### src/rtl/fpx_pkg.sv
package fpx_pkg;

  localparam int unsigned SRC_N = 4;
  localparam int unsigned SRC_W = $clog2(SRC_N);

  typedef enum logic [1:0] {
    ACT_GO    = 2'd0,
    ACT_VEC   = 2'd1,
    ACT_STALL = 2'd2
  } act_e;

  typedef enum logic {
    ST_IDLE = 1'b0,
    ST_WAIT = 1'b1
  } st_e;

  // Outcome at a target boundary, given pending state and the qualifiers.
  function automatic act_e fpx_decide(logic pend, logic sens, logic mode, logic ign_on);
    if (!pend || !sens) return ACT_GO;
    if (mode)           return ACT_VEC;
    if (ign_on)         return ACT_GO;
    return ACT_STALL;
  endfunction

endpackage

### src/rtl/fpx_sync.sv
module fpx_sync #(
  parameter int unsigned W      = 1,
  parameter int unsigned STAGES = 2,
  parameter logic [W-1:0] RST_VAL = '0
) (
  input  logic         clk,
  input  logic         rst,
  input  logic [W-1:0] d_i,
  output logic [W-1:0] q_o
);
  logic [W-1:0] stg [STAGES];

  always_ff @(posedge clk) begin
    if (rst) begin
      for (int k = 0; k < STAGES; k++) stg[k] <= RST_VAL;
    end else begin
      stg[0] <= d_i;
      for (int k = 1; k < STAGES; k++) stg[k] <= stg[k-1];
    end
  end

  assign q_o = stg[STAGES-1];
endmodule

### src/rtl/fpx_wake_pri.sv
module fpx_wake_pri #(
  parameter int unsigned N  = 4,
  localparam int unsigned CW = $clog2(N)
) (
  input  logic [N-1:0]  req_i,
  output logic [N-1:0]  grant_o,
  output logic [CW-1:0] code_o,
  output logic          any_o
);
  // Highest index wins.
  always_comb begin
    grant_o = '0;
    for (int i = N - 1; i >= 0; i--) begin
      if (req_i[i] && grant_o == '0) grant_o[i] = 1'b1;
    end
  end

  always_comb begin
    code_o = '0;
    for (int i = 0; i < N; i++) begin
      if (grant_o[i]) code_o = CW'(i);
    end
  end

  assign any_o = |req_i;

  // a single winner, and only when something requests
  always_comb begin
    assert_grant_onehot_R8: assert ($onehot0(grant_o) && ((grant_o != '0) == any_o));
  end
endmodule

### src/rtl/fpx_pend_track.sv
module fpx_pend_track (
  input  logic clk,
  input  logic rst,
  input  logic set_i,
  input  logic clr_i,
  input  logic boundary_i,
  output logic pend_o,
  output logic err_n_o
);
  always_ff @(posedge clk) begin
    if (rst)        pend_o <= 1'b0;
    else if (clr_i) pend_o <= 1'b0;
    else if (set_i) pend_o <= 1'b1;
  end

  always_ff @(posedge clk) begin
    if (rst)                        err_n_o <= 1'b1;
    else if (clr_i)                 err_n_o <= 1'b1;
    else if (boundary_i && pend_o)  err_n_o <= 1'b0;
  end

  assert_err_hold_R9: assert property (@(posedge clk) disable iff (rst)
    (!err_n_o && !clr_i) |=> !err_n_o);

  assert_err_needs_pend_R9: assert property (@(posedge clk) disable iff (rst)
    $fell(err_n_o) |-> $past(pend_o && boundary_i));
endmodule

### src/rtl/fpx_arbiter.sv
module fpx_arbiter #(
  parameter int unsigned SYNC_STAGES = 2,
  parameter int unsigned VEC_W       = 8,
  parameter int unsigned FAULT_VEC   = 16
) (
  input  logic             clk,
  input  logic             rst,
  input  logic             fault_set_i,
  input  logic             fault_clr_i,
  input  logic             tgt_vld_i,
  input  logic             tgt_sens_i,
  input  logic             err_mode_i,
  input  logic             ign_n_i,
  input  logic             irq_i,
  input  logic             nmask_i,
  input  logic             smgmt_i,
  input  logic             cpu_init_i,
  output logic             go_o,
  output logic             vec_req_o,
  output logic [VEC_W-1:0] vec_num_o,
  output logic             svc_o,
  output logic [1:0]       svc_src_o,
  output logic             stall_o,
  output logic             err_n_o
);
  import fpx_pkg::*;

  localparam int unsigned   PIN_W   = SRC_N + 1;
  localparam logic [VEC_W-1:0] VEC_VAL = VEC_W'(FAULT_VEC);

  // Pins: bit 0 ignore (active low), bits 1..4 INTR, NMI, SMI, INIT.
  logic [PIN_W-1:0] pins_raw, pins_s;
  assign pins_raw = {cpu_init_i, smgmt_i, nmask_i, irq_i, ign_n_i};

  fpx_sync #(.W(PIN_W), .STAGES(SYNC_STAGES), .RST_VAL(PIN_W'(1))) u_sync (
    .clk (clk), .rst (rst), .d_i (pins_raw), .q_o (pins_s)
  );

  logic             ign_on;
  logic [SRC_N-1:0] wake_req, wake_grant;
  logic [SRC_W-1:0] wake_code;
  logic             wake_any;
  assign ign_on   = ~pins_s[0];
  assign wake_req = pins_s[PIN_W-1:1];

  fpx_wake_pri #(.N(SRC_N)) u_pri (
    .req_i (wake_req), .grant_o (wake_grant), .code_o (wake_code), .any_o (wake_any)
  );

  st_e  st_q;
  logic boundary, pend;
  act_e act;
  assign boundary = tgt_vld_i && (st_q == ST_IDLE);
  assign act      = fpx_decide(pend, tgt_sens_i, err_mode_i, ign_on);

  fpx_pend_track u_pend (
    .clk (clk), .rst (rst), .set_i (fault_set_i), .clr_i (fault_clr_i),
    .boundary_i (boundary), .pend_o (pend), .err_n_o (err_n_o)
  );

  logic             go_q, vec_q, svc_q;
  logic [SRC_W-1:0] src_q;

  always_ff @(posedge clk) begin
    if (rst) begin
      st_q <= ST_IDLE;
      go_q <= 1'b0; vec_q <= 1'b0; svc_q <= 1'b0; src_q <= '0;
    end else begin
      go_q <= 1'b0; vec_q <= 1'b0; svc_q <= 1'b0;
      case (st_q)
        ST_IDLE: if (tgt_vld_i) begin
          case (act)
            ACT_GO:    go_q  <= 1'b1;
            ACT_VEC:   vec_q <= 1'b1;
            default:   st_q  <= ST_WAIT;
          endcase
        end
        ST_WAIT: begin
          if (ign_on) begin
            go_q <= 1'b1;
            st_q <= ST_IDLE;
          end else if (wake_any) begin
            svc_q <= 1'b1;
            src_q <= wake_code;
            st_q  <= ST_IDLE;
          end
        end
        default: st_q <= ST_IDLE;
      endcase
    end
  end

  assign go_o      = go_q;
  assign vec_req_o = vec_q;
  assign vec_num_o = vec_q ? VEC_VAL : '0;
  assign svc_o     = svc_q;
  assign svc_src_o = 2'(src_q);
  assign stall_o   = (st_q == ST_WAIT);

  assert_one_outcome_R10: assert property (@(posedge clk) disable iff (rst)
    $onehot0({go_o, vec_req_o, svc_o}));

  assert_stall_quiet_R6: assert property (@(posedge clk) disable iff (rst)
    stall_o |-> !(go_o || vec_req_o || svc_o));

  assert_wait_exit_R7: assert property (@(posedge clk) disable iff (rst)
    $fell(stall_o) |-> (go_o || svc_o));

  assert_vec_cause_R4: assert property (@(posedge clk) disable iff (rst)
    vec_req_o |-> $past(err_mode_i && tgt_vld_i && tgt_sens_i && !stall_o));

  assert_svc_from_wait_R8: assert property (@(posedge clk) disable iff (rst)
    svc_o |-> $past(stall_o));
endmodule

### config.mk
export PLATFORM = sky130hd
export DESIGN_NAME = fpx_arbiter
export DESIGN_NICKNAME = d
export VERILOG_FILES = /design/src/rtl/fpx_pkg.sv /design/src/rtl/fpx_sync.sv /design/src/rtl/fpx_wake_pri.sv /design/src/rtl/fpx_pend_track.sv /design/src/rtl/fpx_arbiter.sv
export SDC_FILE = /design/constraint.sdc
export NUM_CORES = 1
export LEC_CHECK = 0
export ABC_AREA = 0
export BUFFER_PORTS_ARGS = -buffer_cell sky130_fd_sc_hd__buf_2
export CAP_MARGIN = 40
export CORE_MARGIN = 1.5
export CORE_UTILIZATION = 40
export CTS_CLUSTER_SIZE = 30
export DETAILED_ROUTE_END_ITERATION = 8
export GPL_TIMING_DRIVEN = 0
export PLACE_DENSITY = 0.74
export SLEW_MARGIN = 20
export SYNTH_ARGS = -nofsm -noshare
export SYNTH_HDL_FRONTEND = slang
export SYNTH_SLANG_ARGS = --single-unit
export TNS_END_PERCENT = 50
### constraint.sdc
create_clock -name clk -period 0.96 [get_ports clk]
set_input_delay 0.144 -clock clk [delete_from_list [all_inputs] [get_ports clk]]
set_output_delay 0.144 -clock clk [all_outputs]
set_load 0.01 [all_outputs]
==> impl_metrics.xml, run 1 <==
<?xml version="1.0" encoding="UTF-8"?>
<metrics>
  <group name="outcome">
    <metric name="run_status" unit="">finished with violations</metric>
    <metric name="violations_in_the_final_reports" unit="">negative setup slack</metric>
  </group>
  <group name="global_route">
    <metric name="grt_antenna_before_repair" unit="">0</metric>
    <metric name="global_route.usage.total" unit="%">13.0</metric>
    <metric name="gr-usage-met3" unit="%">3.75</metric>
    <metric name="globalRoute.busiestLayer" unit="">met2</metric>
    <metric name="grt_max_degree" unit="">11</metric>
    <metric name="overflow" unit="">0</metric>
    <metric name="first_global_vias" unit="">431</metric>
    <metric name="global_route_wire_length_before_repair" unit="um">1740</metric>
    <metric name="grt.met2_usage" unit="%">21.2</metric>
    <metric name="grt_util_met1" unit="%">13.5</metric>
  </group>
  <group name="worst_setup_path">
    <metric name="r2r-start" unit="">u_sync.stg[0][6]</metric>
    <metric name="critical_path_arrival" unit="ps">1270</metric>
    <metric name="worstPathRequired" unit="ps">1190</metric>
    <metric name="worstSetupPathType" unit="">reg -&gt; reg</metric>
    <metric name="worstSetupStartpointType" unit="">flop</metric>
    <metric name="crit_path_max_fanout" unit="">3</metric>
    <metric name="critPathCaptureType" unit="">flop</metric>
    <metric name="crit_path_launch" unit="">u_sync.stg[0][6]</metric>
  </group>
  <group name="clock_tree">
    <metric name="cts.path.max_buffers" unit="">2</metric>
    <metric name="ctsHoldBuffers" unit="">0</metric>
    <metric name="ctsRootBufferMaster" unit="">sky130_fd_sc_hd__clkbuf_4</metric>
    <metric name="tritoncts.num_buffers" unit="">3</metric>
    <metric name="tritoncts_clock_tree" unit="">built</metric>
    <metric name="cts_num_sinks" unit="">18</metric>
    <metric name="cts_max_level" unit="">1</metric>
    <metric name="clkLatencyLatePin" unit="ps">280</metric>
    <metric name="clk_transition_reported_paths" unit="ps">90</metric>
  </group>
  <group name="logic_synthesis">
    <metric name="syn_inst" unit="">64</metric>
    <metric name="syn_avg_cell_area" unit="um^2">10.3</metric>
    <metric name="synth_top_cell_by_area" unit="">sky130_fd_sc_hd__dfxtp_1</metric>
    <metric name="share_of_yosys_cell_area_claimed_by_the_top_area_cell_type" unit="%">54.8</metric>
    <metric name="synth.ff_latch_count" unit="">18</metric>
    <metric name="synthFlopType" unit="">sky130_fd_sc_hd__dfxtp_1</metric>
    <metric name="synth-async-reset-ratio" unit="%">0</metric>
    <metric name="synth_area" unit="um^2">658</metric>
    <metric name="synth_enable_flop_cells" unit="">0</metric>
    <metric name="synth_area_leaders" unit="">sky130_fd_sc_hd__dfxtp_1, sky130_fd_sc_hd__nor2b_1, sky130_fd_sc_hd__buf_4</metric>
    <metric name="yosysUniqueCellTypes" unit="">21</metric>
    <metric name="yosys_warnings" unit="">0</metric>
    <metric name="synth_sequential_area_ratio" unit="%">54.8</metric>
  </group>
  <group name="drt">
    <metric name="drt-total-wl" unit="um">1020</metric>
    <metric name="drt-initial-drc-count" unit="">2</metric>
    <metric name="detailroute.via_count" unit="">496</metric>
    <metric name="drc" unit="">0</metric>
    <metric name="routed_wire_length_per_instance" unit="um">9.20</metric>
    <metric name="route.detailed.vias_per_inst" unit="">4.47</metric>
    <metric name="detail-route-antenna-nets" unit="">0</metric>
    <metric name="drtPass1Iterations" unit="">2</metric>
  </group>
  <group name="final_layout">
    <metric name="layout_cell_share_with_drive_strength_beyond_1" unit="%">42.1</metric>
    <metric name="finalInstanceArea" unit="um^2">858</metric>
    <metric name="fin_nets" unit="">108</metric>
    <metric name="layout_common_cells" unit="">sky130_fd_sc_hd__buf_2, sky130_fd_sc_hd__dfxtp_1, sky130_fd_sc_hd__buf_4</metric>
    <metric name="post_layout_nonfiller_instances" unit="">111</metric>
    <metric name="area_growth_syn_to_layout" unit="%">30.4</metric>
    <metric name="final_core_utilization" unit="%">56.3</metric>
    <metric name="final_common_cell" unit="">sky130_fd_sc_hd__buf_2</metric>
    <metric name="insertedDiodeCount" unit="">0</metric>
  </group>
  <group name="timing">
    <metric name="rsz0062_at_grt" unit="">true</metric>
    <metric name="maxClockFrequency" unit="MHz">962</metric>
    <metric name="finClkSkew" unit="ps">0.674</metric>
    <metric name="period_share" unit="%">108</metric>
    <metric name="whs" unit="ps">26.9</metric>
    <metric name="setup-violations-final" unit="">5</metric>
    <metric name="drv_slew" unit="">0</metric>
    <metric name="final-hold-violation-count" unit="">0</metric>
    <metric name="final.min_clock_period" unit="ps">1040</metric>
    <metric name="final_setup_tns" unit="ps">-183</metric>
    <metric name="finalWorstSetupSlack" unit="ps">-80.0</metric>
  </group>
  <group name="place">
    <metric name="pre_cts_ws" unit="ps">-72.9</metric>
    <metric name="place_inst" unit="">105</metric>
    <metric name="io_buffers" unit="">19</metric>
    <metric name="gp_congestion" unit="">0.674</metric>
    <metric name="dp_hpwl" unit="um">788</metric>
    <metric name="detailed_place.area" unit="um^2">796</metric>
  </group>
  <group name="floorplanning">
    <metric name="initial_core_util" unit="%">43.2</metric>
    <metric name="std_cell_rows" unit="">14</metric>
    <metric name="die_y" unit="um">43.6</metric>
    <metric name="die_width" unit="um">43.6</metric>
    <metric name="design.die.area" unit="um^2">1900</metric>
    <metric name="top_level_ports" unit="">27</metric>
    <metric name="core" unit="um^2">1520</metric>
  </group>
  <group name="min_path">
    <metric name="hold_class" unit="">in -&gt; reg</metric>
    <metric name="min_from" unit="">fault_clr_i</metric>
  </group>
  <group name="pwr">
    <metric name="finalPower" unit="mW">1.36</metric>
    <metric name="power.ir.vdd_worst" unit="V">0.00127</metric>
    <metric name="power_density" unit="nW/um^2">1590</metric>
    <metric name="leakagePower" unit="nW">0.412</metric>
  </group>
  <group name="run">
    <metric name="drv.max_cap_violation_count" unit="">0</metric>
  </group>
</metrics>
[synthesized netlist by cell type, types with 2 or more instances]
cell                       instances
sky130_fd_sc_hd__nor2_1            2
sky130_fd_sc_hd__a21oi_1           3
sky130_fd_sc_hd__o21bai_1          2
sky130_fd_sc_hd__nor3_1            2
sky130_fd_sc_hd__dfxtp_1          18
sky130_fd_sc_hd__nor2b_1          10
sky130_fd_sc_hd__buf_4             8
sky130_fd_sc_hd__nand2_1           4
sky130_fd_sc_hd__or2_1             2
sky130_fd_sc_hd__inv_1             2
[per-layer routing]
layer | wire (um) | part of all wire [%]
met1 | 432 | 42
met5 | 0 | 0
met2 | 518 | 51
met4 | 8 | 0.78
met3 | 61 | 6.0
[logic make-up after synthesis]
| logic type | count (synthesis) | synth area share, % |
|---|---|---|
| AOI/OAI and AO/OA | 10 | 10.6 |
| buffers and inverters | 11 | 11.0 |
| DFF | 18 | 54.8 |
| other | 1 | 0.570 |
| and+or+nand+nor | 24 | 23.0 |
[report_power, final]
group | internal (mW) | switching, mW | leakage, nW
sequential | 0.773 | 0.0155 | 0.149
clock | 0.231 | 0.215 | 0.0210
combinational | 0.0727 | 0.0569 | 0.242
total | 1.08 | 0.288 | 0.412
[final timing paths]
kind	end	slack, ps	cells past startpoint
setup / recovery	stall_o	-80	3
hold / removal	u_pend.pend_o	30	2
setup reg to reg	stall_o	-80	3
hold reg to reg	u_sync.stg[0][5]	410	1
[worst max-delay path, cell delays in order, from the launching register on]
cell and delay [ps]:
sky130_fd_sc_hd__dfxtp_2 350, sky130_fd_sc_hd__nor4_4 330, sky130_fd_sc_hd__o2bb2ai_1 150, sky130_fd_sc_hd__and3_1 160
[sequential cells by signal, summed over array words and instances, names as in the netlist]
name / count
u_sync.stg: 10
svc_src_o: 2
go_o: 1
stall_o: 1
svc_o: 1
u_pend.err_n_o: 1
u_pend.pend_o: 1
vec_req_o: 1
[timing repair]
action	in CTS	in global routing
pin swaps	2	2
setup buffers	1	1
gates resized for setup	4	1
endpoints found under the setup margin	5	5
[final cells by class]
cell class              instances  area [um^2]
multi-input cells              41          255
clock buffers                   4         36.3
plain buffers                   9         65.1
fillers                       146          666
repair buffers                 21          110
inverters                       2         7.51
flip-flops and latches         18          364
well taps                      16         20.0
Note: power is estimated with default switching activity, not from simulation.
==> inputs of run 2 (changes only) <==
Settings changed: CELL_PAD_IN_SITES_DETAIL_PLACEMENT from default to 0, CELL_PAD_IN_SITES_GLOBAL_PLACEMENT from default to 1, CORE_UTILIZATION 40 to 30, PLACE_DENSITY 0.74 to 0.75.
==> run 2 against run 1 <==
Net effect: the flow still finishes with violations (negative setup slack); register-to-register slack better by 40 ps; count of clock-buffer cells in the layout stayed put; clock skew increased by 0.68 ps; flip-flop and latch count unchanged; clock power barely moved; combinational power about the same; highest routed layer is now met3.
==> impl_metrics.xml, run 2 (synthesis gave the netlist of run 1 again) <==
<?xml version="1.0" encoding="UTF-8"?>
<metrics>
  <group name="timing">
    <metric name="period_share" unit="%">104</metric>
    <metric name="drv_slew" unit="">0</metric>
    <metric name="final-hold-violation-count" unit="">0</metric>
    <metric name="maxClockFrequency" unit="MHz">999</metric>
    <metric name="setup-violations-final" unit="">3</metric>
    <metric name="whs" unit="ps">21.0</metric>
    <metric name="rsz0062_at_grt" unit="">true</metric>
    <metric name="finClkSkew" unit="ps">1.35</metric>
    <metric name="finalWorstSetupSlack" unit="ps">-41.5</metric>
    <metric name="final.min_clock_period" unit="ps">1000</metric>
  </group>
  <group name="global_route">
    <metric name="first_global_vias" unit="">376</metric>
    <metric name="global_route.usage.total" unit="%">8.24</metric>
    <metric name="grt_max_degree" unit="">11</metric>
    <metric name="overflow" unit="">0</metric>
    <metric name="global_route_wire_length_before_repair" unit="um">1520</metric>
    <metric name="grt_antenna_before_repair" unit="">0</metric>
  </group>
  <group name="clock_tree">
    <metric name="cts.path.max_buffers" unit="">2</metric>
    <metric name="clkLatencyLatePin" unit="ps">280</metric>
    <metric name="tritoncts_clock_tree" unit="">built</metric>
    <metric name="clk_transition_reported_paths" unit="ps">90</metric>
    <metric name="cts_num_sinks" unit="">18</metric>
    <metric name="cts_max_level" unit="">1</metric>
    <metric name="ctsHoldBuffers" unit="">0</metric>
    <metric name="ctsRootBufferMaster" unit="">sky130_fd_sc_hd__clkbuf_4</metric>
    <metric name="tritoncts.num_buffers" unit="">3</metric>
  </group>
  <group name="min_path">
    <metric name="timing.hold.worst_endpoint" unit="">u_pend.pend_o</metric>
    <metric name="min_from" unit="">fault_clr_i</metric>
    <metric name="holdPathStages" unit="">2</metric>
    <metric name="hold_class" unit="">in -&gt; reg</metric>
  </group>
  <group name="final_layout">
    <metric name="fin_nets" unit="">107</metric>
    <metric name="area_growth_syn_to_layout" unit="%">32.5</metric>
    <metric name="final_common_cell" unit="">sky130_fd_sc_hd__buf_2</metric>
    <metric name="layout_common_cells" unit="">sky130_fd_sc_hd__buf_2, sky130_fd_sc_hd__dfxtp_1, sky130_fd_sc_hd__nor2b_1, sky130_fd_sc_hd__buf_4, sky130_fd_sc_hd__conb_1</metric>
    <metric name="largest_register" unit="">u_sync.stg</metric>
    <metric name="number_of_flip_flops_under_the_largest_register_name" unit="">10</metric>
    <metric name="insertedDiodeCount" unit="">0</metric>
    <metric name="layout_cell_share_with_drive_strength_beyond_1" unit="%">42.6</metric>
  </group>
  <group name="worst_setup_path">
    <metric name="cpMaxStageDelayCell" unit="">sky130_fd_sc_hd__dfxtp_2</metric>
    <metric name="r2r-start" unit="">u_sync.stg[0][9]</metric>
    <metric name="critical_path.top_delay_family" unit="">simple AND/OR/NAND/NOR gates</metric>
    <metric name="path_cells" unit="">nor4_4 &gt; o2bb2ai_1 &gt; and3_1</metric>
    <metric name="worstPathRequired" unit="ps">1190</metric>
    <metric name="critPathCaptureType" unit="">flop</metric>
    <metric name="rr_endpoint" unit="">stall_o</metric>
    <metric name="reg2reg_slack" unit="ps">-40</metric>
    <metric name="path_buf_inv" unit="">0</metric>
    <metric name="crit_path_launch" unit="">u_sync.stg[0][9]</metric>
    <metric name="critical_path_arrival" unit="ps">1230</metric>
    <metric name="worstSetupStartpointType" unit="">flop</metric>
    <metric name="timing.critical_path.depth" unit="">3</metric>
    <metric name="timing.reg2reg.worst_path_depth" unit="">3</metric>
    <metric name="timing.critical_path.slowest_cell_delay" unit="ps">340</metric>
    <metric name="worstSetupPathType" unit="">reg -&gt; reg</metric>
    <metric name="crit_path_max_fanout" unit="">3</metric>
  </group>
  <group name="floorplanning">
    <metric name="design.die.area" unit="um^2">2480</metric>
    <metric name="die_width" unit="um">49.8</metric>
    <metric name="top_level_ports" unit="">27</metric>
    <metric name="initial_core_util" unit="%">32.5</metric>
    <metric name="die_y" unit="um">49.8</metric>
    <metric name="core" unit="um^2">2020</metric>
    <metric name="std_cell_rows" unit="">16</metric>
  </group>
  <group name="run">
    <metric name="drv.max_cap_violation_count" unit="">0</metric>
  </group>
  <group name="drt">
    <metric name="drtPass1Iterations" unit="">3</metric>
    <metric name="routed_wire_length_per_instance" unit="um">7.73</metric>
    <metric name="detailroute.via_count" unit="">477</metric>
    <metric name="detail-route-antenna-nets" unit="">0</metric>
    <metric name="drt-total-wl" unit="um">935</metric>
    <metric name="drt-initial-drc-count" unit="">3</metric>
    <metric name="route.detailed.vias_per_inst" unit="">3.94</metric>
    <metric name="drc" unit="">0</metric>
  </group>
  <group name="pwr">
    <metric name="combPwrFrac" unit="%">9.5</metric>
    <metric name="power_density" unit="nW/um^2">1560</metric>
    <metric name="power.ir.vdd_worst" unit="V">0.00103</metric>
    <metric name="sequential_share_of_power" unit="%">57.9</metric>
    <metric name="leakagePower" unit="nW">0.408</metric>
    <metric name="power_switching_share" unit="%">20.8</metric>
    <metric name="finalPower" unit="mW">1.36</metric>
    <metric name="share_clk_of_total_power" unit="%">32.6</metric>
    <metric name="p_switching" unit="uW">283</metric>
    <metric name="cellInternalPower" unit="mW">1.08</metric>
  </group>
  <group name="outcome">
    <metric name="run_status" unit="">finished with violations</metric>
    <metric name="violations_in_the_final_reports" unit="">negative setup slack</metric>
  </group>
  <group name="place">
    <metric name="gp_congestion" unit="">0.743</metric>
    <metric name="dp_hpwl" unit="um">708</metric>
    <metric name="pre_cts_ws" unit="ps">-52.7</metric>
    <metric name="io_buffers" unit="">19</metric>
  </group>
</metrics>
[run 2: cell count changes in the layout (fill, tap and decap cells not counted)]
cell                      delta
sky130_fd_sc_hd__buf_6       +1
sky130_fd_sc_hd__buf_2       -1
sky130_fd_sc_hd__dfxtp_1     -1
sky130_fd_sc_hd__buf_4       -1
sky130_fd_sc_hd__dfxtp_2     +1
[run 2: stage by stage]
stage	setup TNS [ps]	std cells	area, um^2	util (%)
floorplan	0	70	681	-
global placement	-87.3	116	810	40.0
detailed placement	-109	116	810	40.0
CTS	-131	122	865	42.8
global route	-348	121	872	43.1
finish	-58.2	121	872	43.1
[run 2: worst max path at each step]
stage	to	slack [ps]
after floorplan	svc_src_o[0]	0.1
final	stall_o	-40
after global routing	stall_o	-120
after CTS	stall_o	-50
after global placement	stall_o	-40
after detailed placement	stall_o	-50
[run 2: power groups by stage]
| stage | registers [mW] | clock network, mW | logic, mW |
|---|---|---|---|
| 2_1_floorplan | 0.805 | 0 | 0.0777 |
| 3_3_place_gp | 0.804 | 0 | 0.116 |
| 3_5_place_dp | 0.805 | 0 | 0.118 |
| 4_1_cts | 0.788 | 0.458 | 0.127 |
| 5_1_grt | 0.791 | 0.509 | 0.145 |
| 6_report | 0.788 | 0.443 | 0.129 |
[run 2: final cells by class]
class	instances	area (um^2)
buffer	8	57.6
clock buffer	4	36.3
fill	209	1150
inverter	2	7.51
multi-input combinational	41	255
sequential	18	365
tap	27	33.8
timing repair buffer	21	116
[run 2: repair_timing]
| item | 4_1_cts | 5_1_grt |
|---|---|---|
| setup buffers | 2 | 0 |
| pin swaps | 2 | 0 |
| cloned | 0 | 0 |
| setup endpoints to repair | 5 | 6 |
| gates resized for setup | 3 | 4 |
[run 2: routing by layer]
layer  GRT usage, %  up-vias  wire, um  part of all wire, %
li1               -      257         -                    -
met1           9.85      204       399                   43
met2           11.8       16       454                   49
met3           5.45        0        81                  8.7
met4           2.78        0         0                    0
met5              0        -         0                    0
[run 2: worst reg2reg max path: cells and delay by family, from the launching register on]
family,cells,cell delay (ps)
simple gates,2,460
compound gates,1,150
flops,1,340
==> inputs of run 3 (changes only) <==
Settings changed: ABC_AREA 0 to 1, CORE_UTILIZATION 30 to 28, PLACE_DENSITY 0.75 to 0.73.
==> run 3 against run 2 <==
Net effect: the flow now finishes without violations; first-iteration DRC count decreased by 33%; wire length rose by 14%; count of clock-buffer cells in the layout unchanged; non-clock buffer count down 2; clock power is 5.0% higher; setup slack better by 66 ps; synthesized cell count increased by 38%; highest routed layer is now met4; via count grew 16%; clock skew rose by 7.0 ps; largest power group unchanged; cell count up 19%; core utilization is 3.7 points lower.
==> impl_metrics.xml, run 3 <==
<?xml version="1.0" encoding="UTF-8"?>
<metrics>
  <group name="pwr">
    <metric name="power_density" unit="nW/um^2">1540</metric>
    <metric name="power.ir.vdd_worst" unit="V">0.000892</metric>
    <metric name="leakagePower" unit="nW">0.486</metric>
  </group>
  <group name="logic_synthesis">
    <metric name="syn_avg_cell_area" unit="um^2">7.69</metric>
    <metric name="yosys_warnings" unit="">0</metric>
    <metric name="syn_inst" unit="">88</metric>
    <metric name="synth_sequential_area_ratio" unit="%">53.2</metric>
    <metric name="synth_area" unit="um^2">677</metric>
    <metric name="synth.area.mux_share" unit="%">0</metric>
    <metric name="synth_compound_gate_area_share" unit="%">3.33</metric>
    <metric name="synth_top_cells_by_count" unit="">sky130_fd_sc_hd__dfxtp_1, sky130_fd_sc_hd__nor2_1, sky130_fd_sc_hd__inv_1</metric>
    <metric name="synth_top_family_by_area" unit="">simple AND/OR/NAND/NOR gates</metric>
    <metric name="share_of_yosys_cell_area_claimed_by_the_top_area_cell_type" unit="%">53.2</metric>
    <metric name="synth-async-reset-ratio" unit="%">0</metric>
    <metric name="synthFlopType" unit="">sky130_fd_sc_hd__dfxtp_1</metric>
    <metric name="synth_area_in_simple_gates" unit="%">24.4</metric>
    <metric name="synth_area_leaders" unit="">sky130_fd_sc_hd__dfxtp_1, sky130_fd_sc_hd__nor2_1, sky130_fd_sc_hd__buf_4</metric>
    <metric name="synth.ff_latch_count" unit="">18</metric>
    <metric name="synth_xor_area_share" unit="%">0</metric>
    <metric name="synth_most_common_cell" unit="">sky130_fd_sc_hd__dfxtp_1</metric>
    <metric name="synth_top_cell_by_area" unit="">sky130_fd_sc_hd__dfxtp_1</metric>
    <metric name="synth_fa_ha_area_share" unit="%">0</metric>
    <metric name="yosysUniqueCellTypes" unit="">14</metric>
    <metric name="synth_enable_flop_cells" unit="">0</metric>
  </group>
  <group name="timing">
    <metric name="final-hold-violation-count" unit="">0</metric>
    <metric name="maxClockFrequency" unit="MHz">1070</metric>
    <metric name="setup-violations-final" unit="">0</metric>
    <metric name="finClkSkew" unit="ps">8.34</metric>
    <metric name="final.min_clock_period" unit="ps">936</metric>
    <metric name="period_share" unit="%">97.5</metric>
    <metric name="rsz0062_at_grt" unit="">true</metric>
    <metric name="drv_slew" unit="">0</metric>
    <metric name="whs" unit="ps">30.4</metric>
  </group>
  <group name="final_layout">
    <metric name="area_growth_syn_to_layout" unit="%">31.2</metric>
    <metric name="final_common_cell" unit="">sky130_fd_sc_hd__buf_2</metric>
    <metric name="insertedDiodeCount" unit="">0</metric>
    <metric name="number_of_flip_flops_under_the_largest_register_name" unit="">10</metric>
    <metric name="final_core_utilization" unit="%">39.4</metric>
    <metric name="layout_cell_share_with_drive_strength_beyond_1" unit="%">36.2</metric>
    <metric name="fin_nets" unit="">129</metric>
    <metric name="largest_register" unit="">u_sync.stg</metric>
    <metric name="layout_common_cells" unit="">sky130_fd_sc_hd__buf_2, sky130_fd_sc_hd__inv_1, sky130_fd_sc_hd__nand2_1</metric>
  </group>
  <group name="drt">
    <metric name="drc" unit="">0</metric>
    <metric name="dr.max_layer_used" unit="">met4</metric>
    <metric name="detailroute.via_count" unit="">554</metric>
    <metric name="wl_met1" unit="um">424</metric>
    <metric name="drt-total-wl" unit="um">1070</metric>
    <metric name="detail-route-antenna-nets" unit="">0</metric>
    <metric name="routed_wire_length_per_instance" unit="um">7.43</metric>
    <metric name="met2WireLength" unit="um">530</metric>
    <metric name="route.detailed.vias_per_inst" unit="">3.85</metric>
    <metric name="drt-initial-drc-count" unit="">2</metric>
    <metric name="drtPass1Iterations" unit="">3</metric>
    <metric name="wire_length_on_met3" unit="um">99</metric>
  </group>
  <group name="clock_tree">
    <metric name="clkLatencyLatePin" unit="ps">300</metric>
    <metric name="tritoncts.num_buffers" unit="">3</metric>
    <metric name="clk_transition_reported_paths" unit="ps">110</metric>
    <metric name="cts_max_level" unit="">1</metric>
    <metric name="tritoncts_clock_tree" unit="">built</metric>
    <metric name="cts_num_sinks" unit="">18</metric>
    <metric name="cts.path.max_buffers" unit="">2</metric>
    <metric name="ctsRootBufferMaster" unit="">sky130_fd_sc_hd__clkbuf_4</metric>
    <metric name="postCtsSetupRepairBufs" unit="">0</metric>
  </group>
  <group name="global_route">
    <metric name="global_route.usage.total" unit="%">9.25</metric>
    <metric name="overflow" unit="">0</metric>
    <metric name="grt_antenna_before_repair" unit="">0</metric>
    <metric name="grt_max_degree" unit="">11</metric>
    <metric name="first_global_vias" unit="">425</metric>
    <metric name="global_route_wire_length_before_repair" unit="um">1740</metric>
  </group>
  <group name="place">
    <metric name="io_buffers" unit="">19</metric>
    <metric name="gp_congestion" unit="">0.734</metric>
    <metric name="dp_hpwl" unit="um">805</metric>
  </group>
  <group name="worst_setup_path">
    <metric name="worstSetupStartpointType" unit="">flop</metric>
    <metric name="cpMaxStageDelayCell" unit="">sky130_fd_sc_hd__dfxtp_4</metric>
    <metric name="timing.critical_path.slowest_cell_delay" unit="ps">380</metric>
    <metric name="critical_path.top_delay_family" unit="">flip-flops</metric>
    <metric name="path_buf_inv" unit="">1</metric>
    <metric name="worstSetupPathType" unit="">reg -&gt; out</metric>
    <metric name="worstPathRequired" unit="ps">820</metric>
    <metric name="critical_path_arrival" unit="ps">790</metric>
    <metric name="path_cells" unit="">buf_6</metric>
    <metric name="crit_path_max_fanout" unit="">5</metric>
    <metric name="critPathCaptureType" unit="">output port</metric>
  </group>
  <group name="run">
    <metric name="drv.max_cap_violation_count" unit="">0</metric>
  </group>
  <group name="outcome">
    <metric name="run_status" unit="">completed</metric>
  </group>
  <group name="min_path">
    <metric name="hold_class" unit="">in -&gt; reg</metric>
  </group>
  <group name="floorplanning">
    <metric name="die_y" unit="um">52.2</metric>
    <metric name="initial_core_util" unit="%">30.0</metric>
    <metric name="std_cell_rows" unit="">17</metric>
    <metric name="die_width" unit="um">52.2</metric>
    <metric name="top_level_ports" unit="">27</metric>
    <metric name="core" unit="um^2">2250</metric>
    <metric name="design.die.area" unit="um^2">2720</metric>
  </group>
</metrics>
run 3: layout make-up:
cell class              count  area (um^2)
fillers                   241         1370
flip-flops and latches     18          368
multi-input cells          51          224
repair buffers             19          108
inverters                  16         60.1
plain buffers               8         57.6
clock buffers               4         36.3
well taps                  28         35.0
run 3: path summary, 6_finish.rpt:
| path | start | to | cells after the start | slack, ps |
|---|---|---|---|---|
| max | stall_o | stall_o | 1 | 20 |
| min | ign_n_i | u_sync.stg[0][0] | 2 | 30 |
| max reg2reg | stall_o | go_o | 5 | 90 |
| min reg2reg | u_sync.stg[0][2] | u_sync.stg[0][7] | 2 | 400 |
run 3: metal layers:
layer	vias to the layer above	GRT usage [%]
met3	2	6.00
met4	0	3.85
met1	234	9.03
met5	-	0
li1	298	-
met2	20	15.4
run 3: where the power goes:
| group | switching, mW | leakage [nW] | internal [mW] |
|---|---|---|---|
| combinational | 0.0627 | 0.315 | 0.0601 |
| clock | 0.234 | 0.0210 | 0.231 |
| sequential | 0.0113 | 0.149 | 0.770 |
| total | 0.308 | 0.485 | 1.06 |
run 3: kinds of logic after synthesis:
family / after synthesis
AO/OA/AOI/OAI: 4
other: 1
AND/OR/NAND/NOR: 40
flip-flops: 18
buffers and inverters: 25
run 3: what timing repair did:
item	in CTS	in global routing
gates cloned	0	0
hold buffers	0	0
pin swaps	0	0
endpoints found under the setup margin	2	3
gates resized for setup	3	8
run 3: stage by stage:
step / setup slack, ps / total power [mW] / instance area [um^2] / TNS (ps) / instances
finish: 24.0 / 1.37 / 888 / 0 / 144
CTS: 3.94 / 1.39 / 867 / 0 / 144
floorplan: 113 / 0.880 / 699 / 0 / 94
detailed placement: 74.0 / 0.920 / 830 / 0 / 141
global placement: 71.9 / 0.917 / 830 / 0 / 141
global route: -12.9 / 1.45 / 888 / -24.4 / 144
